$ cat src/rtl/supply_seq_pkg.sv
package supply_seq_pkg;

   typedef enum logic [2:0] {
      SQ_OFF    = 3'd0,
      SQ_CHARGE = 3'd1,
      SQ_RUN    = 3'd2,
      SQ_FAULT  = 3'd3,
      SQ_HOLD   = 3'd4
   } seq_state_t;

endpackage

$ cat src/rtl/seq_strike_filter.sv
// Counts consecutive tripped cycles; flags a fault on the trip that completes STRIKES.
module seq_strike_filter #(
   parameter int STRIKES = 2
) (
   input  logic clk,
   input  logic rst,
   input  logic active,
   input  logic cyc_strobe,
   input  logic oc_trip,
   output logic fault_hit
);
   localparam int CW = (STRIKES > 2) ? $clog2(STRIKES) : 1;
   localparam logic [CW-1:0] LIMIT = CW'(STRIKES - 1);

   if (STRIKES < 2) begin : g_bad_strikes
      $error("seq_strike_filter: STRIKES must be at least 2");
   end

   logic [CW-1:0] cnt_q;
   logic [CW-1:0] prior;
   logic          hit_q;
   logic          trip_now;

   assign trip_now = active & oc_trip;

   // prior: number of consecutive tripped cycles completed before the current one
   always_comb begin
      if (cyc_strobe) begin
         if (!hit_q)              prior = '0;
         else if (cnt_q == LIMIT) prior = LIMIT;
         else                     prior = cnt_q + CW'(1);
      end else begin
         prior = cnt_q;
      end
   end

   assign fault_hit = trip_now && (prior == LIMIT);

   always_ff @(posedge clk) begin
      if (rst || !active) begin
         cnt_q <= '0;
         hit_q <= 1'b0;
      end else if (cyc_strobe) begin
         cnt_q <= prior;
         hit_q <= trip_now;
      end else begin
         hit_q <= hit_q | trip_now;
      end
   end
endmodule

$ cat src/rtl/seq_state_ctl.sv
// Supply state machine with registered output decode.
module seq_state_ctl
   import supply_seq_pkg::*;
#(
   parameter bit OFFTIME_ONLY = 1'b1
) (
   input  logic       clk,
   input  logic       rst,
   input  logic       hv_ok,
   input  logic       vcc_on,
   input  logic       vcc_rst_low,
   input  logic       vcc_uv,
   input  logic       gate_off,
   input  logic       fault_hit,
   output logic       running,
   output logic       hv_charge_en,
   output logic       switch_en,
   output logic       fault_latched
);
   seq_state_t st_q, st_n;
   logic       rech_q, rech_n;
   logic       window;

   if (OFFTIME_ONLY) begin : g_offtime
      assign window = gate_off;
   end else begin : g_anytime
      assign window = 1'b1;
   end

   assign running = (st_q == SQ_RUN);

   always_comb begin
      st_n = st_q;
      unique case (st_q)
         SQ_OFF:    if (hv_ok) st_n = SQ_CHARGE;
         SQ_CHARGE: begin
            if (!hv_ok)      st_n = SQ_OFF;
            else if (vcc_on) st_n = SQ_RUN;
         end
         SQ_RUN: begin
            if (fault_hit)   st_n = SQ_FAULT;
            else if (vcc_uv) st_n = hv_ok ? SQ_CHARGE : SQ_OFF;
         end
         SQ_FAULT:  if (vcc_uv) st_n = SQ_HOLD;
         SQ_HOLD:   if (vcc_rst_low && hv_ok) st_n = SQ_CHARGE;
         default:   st_n = SQ_OFF;
      endcase
   end

   always_comb begin
      if (st_n != SQ_RUN) rech_n = 1'b0;
      else if (vcc_on)    rech_n = 1'b0;
      else if (vcc_rst_low) rech_n = 1'b1;
      else                rech_n = rech_q;
   end

   always_ff @(posedge clk) begin
      if (rst) begin
         st_q          <= SQ_OFF;
         rech_q        <= 1'b0;
         hv_charge_en  <= 1'b0;
         switch_en     <= 1'b0;
         fault_latched <= 1'b0;
      end else begin
         st_q          <= st_n;
         rech_q        <= rech_n;
         hv_charge_en  <= (st_n == SQ_CHARGE) ||
                          ((st_n == SQ_RUN) && rech_n && window && hv_ok);
         switch_en     <= (st_n == SQ_RUN);
         fault_latched <= (st_n == SQ_FAULT);
      end
   end
endmodule

$ cat src/rtl/supply_hiccup_seq.sv
module supply_hiccup_seq #(
   parameter int STRIKES      = 2,
   parameter bit OFFTIME_ONLY = 1'b1
) (
   input  logic clk,
   input  logic rst,
   input  logic hv_ok,
   input  logic vcc_on,
   input  logic vcc_rst_low,
   input  logic vcc_uv,
   input  logic oc_trip,
   input  logic gate_start,
   input  logic gate_off,
   output logic hv_charge_en,
   output logic switch_en,
   output logic fault_latched
);
   logic running;
   logic fault_hit;

   seq_strike_filter #(.STRIKES(STRIKES)) u_filter (
      .clk        (clk),
      .rst        (rst),
      .active     (running),
      .cyc_strobe (gate_start),
      .oc_trip    (oc_trip),
      .fault_hit  (fault_hit)
   );

   seq_state_ctl #(.OFFTIME_ONLY(OFFTIME_ONLY)) u_ctl (
      .clk           (clk),
      .rst           (rst),
      .hv_ok         (hv_ok),
      .vcc_on        (vcc_on),
      .vcc_rst_low   (vcc_rst_low),
      .vcc_uv        (vcc_uv),
      .gate_off      (gate_off),
      .fault_hit     (fault_hit),
      .running       (running),
      .hv_charge_en  (hv_charge_en),
      .switch_en     (switch_en),
      .fault_latched (fault_latched)
   );
endmodule

$ cat config.mk
export PLATFORM = sky130hd
export DESIGN_NAME = supply_hiccup_seq
export DESIGN_NICKNAME = d
export VERILOG_FILES = /design/src/rtl/supply_seq_pkg.sv /design/src/rtl/seq_strike_filter.sv /design/src/rtl/seq_state_ctl.sv /design/src/rtl/supply_hiccup_seq.sv
export SDC_FILE = /design/constraint.sdc
export NUM_CORES = 1
export LEC_CHECK = 0
export BUFFER_PORTS_ARGS = -buffer_cell sky130_fd_sc_hd__buf_2
export CORE_MARGIN = 3
export CORE_UTILIZATION = 30
export CTS_BUF_LIST = sky130_fd_sc_hd__clkbuf_16
export DETAILED_ROUTE_END_ITERATION = 6
export PLACE_DENSITY_LB_ADDON = 0.2
export SYNTH_ARGS = -nofsm -noshare
export SYNTH_HDL_FRONTEND = slang
export SYNTH_SLANG_ARGS = --single-unit
$ cat constraint.sdc
create_clock -name clk -period 1.6 [get_ports clk]
set_clock_uncertainty 0.15 [all_clocks]
set_input_delay 0.32 -clock clk [delete_from_list [all_inputs] [get_ports clk]]
set_output_delay 0.32 -clock clk [all_outputs]
set_load 0.1 [all_outputs]
==> flow_metrics.tcl <==
set metrics [dict create \
    drive_above_1_share 0.355 \
    crit_buf_inv 0 \
    ios 12 \
    timing.fmax_ghz 0.671 \
    synth.ff_latch_count 9 \
    p_int_mw 0.586 \
    wl_per_cell_um 13.4 \
    numCtsBuffers 3 \
    grt_pass1_vias 411 \
    synth_area_um2 437 \
    setup_violations 0 \
    final.setup.tns_ns 0 \
    synth.area.top_cells "dfxtp_1, nand3b_1, nor2_1" \
    cts.sinks 9 \
    drc_errors 0 \
    clkPwrFrac 0.577 \
    drt_iter0_markers 6 \
    holdWs_ns 0.166 \
    ys.flop_type "dfxtp_1" \
    peakVddDrop_mv 0.559 \
    synth.cells.most_frequent "dfxtp_1, nor2_1, nand3b_1" \
    dp_hpwl_um 745 \
    ctsHoldBuffers 0 \
    crit_path_start_kind "flip-flop" \
    ys_seq_area_frac 0.413 \
    initial_core_util 0.327 \
    yosys.cell_types.count 24 \
    post-cts-setup-buffers 0 \
    grt-ovfl-total 0 \
    clkTransAtPathRegs_ns 0.04 \
    crit_required_ns 1.60 \
    crit_type "reg2reg" \
    worstPathCellList "or3b_1 -> a21boi_2 -> nor2_1 -> a211oi_2" \
    crit_path_max_incr_delay_ns 0.40 \
    diodes 0 \
    dieArea_um2 1950 \
    ys_async_sr_fraction 0 \
    syn_inst 46 \
    fill_cells 137 \
    detail_route.wirelength_um 1030 \
    cp_top_family "simple AND/OR/NAND/NOR gates" \
    synth_edf_count 0 \
    core_um2 1330 \
    io_buffers 11 \
    slew_headroom 0.676 \
    row_count 13 \
    cts-root-buf "clkbuf_16" \
    holdCritPathClass "in2reg" \
    regArea_um2 183 \
    cts_tree "built" \
    synth.most_common_cell "dfxtp_1" \
    fin_crit_ns 1.49 \
    power_frac_seq 0.323 \
    synth_nets 55 \
    antenna_found_initial 0 \
    crit_slowest_cell "or3b_1" \
    dr.pass1.iters 4 \
    period_share 0.932 \
    cellLeakagePower_nw 0.246 \
    rsz0062_at_grt "false" \
    grt_pass1_wl_um 1740 \
    tightest_slew_ns 0.489 \
    grt_max_degree 9 \
    htreeDepth 1 \
    p_sw_frac 0.204 \
    finalNetCount 72 \
    place_area_um2 517 \
    comb_power_share 0.100 \
    outcome "complete, no violations" \
    powerDensity_nw_per_um2 1230 \
    multi_input_area_um2 233 \
    vias 404 \
    clock_latency_ns 0.23 \
    die_x_um 44.2 \
    switchingPower_mw 0.150 \
    hold_violations 0 \
    yosysTopAreaCellShare 0.413 \
    final_area_um2 598 \
    grt_usage 0.130 \
    cp_max_fo 8 \
    arrival_ns 1.50 \
    ys_warn_count 0 \
    syn_to_final_growth_pct 37.0 \
    drtAntennaViolNets 0 \
    routabilityCongestion 0.731 \
    drv_cap 0 \
    cts_max_path_buffers 2 \
    worstSetupEndpointType "flip-flop" \
    syn_avg_cell_area_um2 9.49 \
    die_height_um 44.2 \
    yosys.area.top_type "dfxtp_1" \
    drv_slew 0 \
    vias_per_cell 5.25 \
]
## cells by family (layout without fill, tap and decap cells)
logic type	after synthesis	in the layout	share of synthesized area
simple gates	23	23	0.341
mux	1	1	0.0229
compound gates	9	9	0.169
flops	9	9	0.413
buf+inv	4	20	0.0544
## layout by cell type (no fill, tap or decap), types with 2 or more instances in the layout
master / n
buf_2: 11
nor2_1: 7
dfxtp_1: 7
nand3b_1: 4
inv_1: 3
clkbuf_16: 3
buf_4: 3
and2b_1: 2
nor4b_1: 2
nand4_1: 2
a21oi_1: 2
dfxtp_2: 2
## layer usage
layer,track usage,up-vias,wire [um]
met4,0.127,0,40
li1,-,202,-
met2,0.192,9,488
met1,0.137,188,441
met5,0,-,0
met3,0.0528,5,60
## worst register-to-register path, cell delays in order (launching register included)
cell and delay [ns]:
dfxtp_1 0.38, or3b_1 0.40, a21boi_2 0.20, nor2_1 0.08, a211oi_2 0.20
## what timing repair did
action | in CTS | in global routing
gates resized for setup | 0 | 2
hold endpoints to repair | 0 | 0
endpoints found under the setup margin | 0 | 2
## final cells by class
| type | count | area share |
|---|---|---|
| repair buffers | 14 | 0.130 |
| flip-flops and latches | 9 | 0.305 |
| clock inverters | 1 | 0.00628 |
| well taps | 15 | 0.0314 |
| clock buffers | 3 | 0.126 |
| inverters | 2 | 0.0126 |
| multi-input cells | 33 | 0.389 |
## state kept, by name, indices dropped and copies added (netlist names)
signal,cells
u_ctl.fault_latched,1
u_ctl.hv_charge_en,1
u_ctl.rech_q,1
u_ctl.st_q,3
u_ctl.switch_en,1
u_filter.cnt_q,1
u_filter.hit_q,1
## through the flow
stage               total power, mW   util  instances  setup WS, ns
finish                        0.736  0.448         77         0.109
global route                  0.777  0.448         77        0.0253
CTS                           0.743  0.447         77        0.0666
detailed placement            0.313  0.387         73        0.0472
global placement              0.312  0.387         73        0.0695
floorplan                     0.285      -         46         0.205
## power by group through the flow
| stage | Clock, mW | Sequential (mW) | Combinational [mW] |
|---|---|---|---|
| after detailed placement | 0 | 0.240 | 0.0727 |
| after floorplan | 0 | 0.256 | 0.0288 |
| after global placement | 0 | 0.240 | 0.0719 |
| after global routing | 0.459 | 0.238 | 0.0792 |
| final | 0.424 | 0.237 | 0.0738 |
| after CTS | 0.433 | 0.236 | 0.0737 |
## worst paths after layout
kind	cells after the start	slack, ns	to	from
worst max-delay path	4	0.11	u_ctl.hv_charge_en$_SDFF_PP0_	u_ctl.st_q[2]$_SDFF_PP0_
worst min-delay path	2	0.17	u_ctl.rech_q$_SDFF_PP0_	vcc_on
worst max register to register	4	0.11	u_ctl.hv_charge_en$_SDFF_PP0_	u_ctl.st_q[2]$_SDFF_PP0_
worst min register to register	2	0.34	u_filter.hit_q$_SDFF_PP0_	u_filter.hit_q$_SDFF_PP0_
Power figures use the tool's default switching activity.
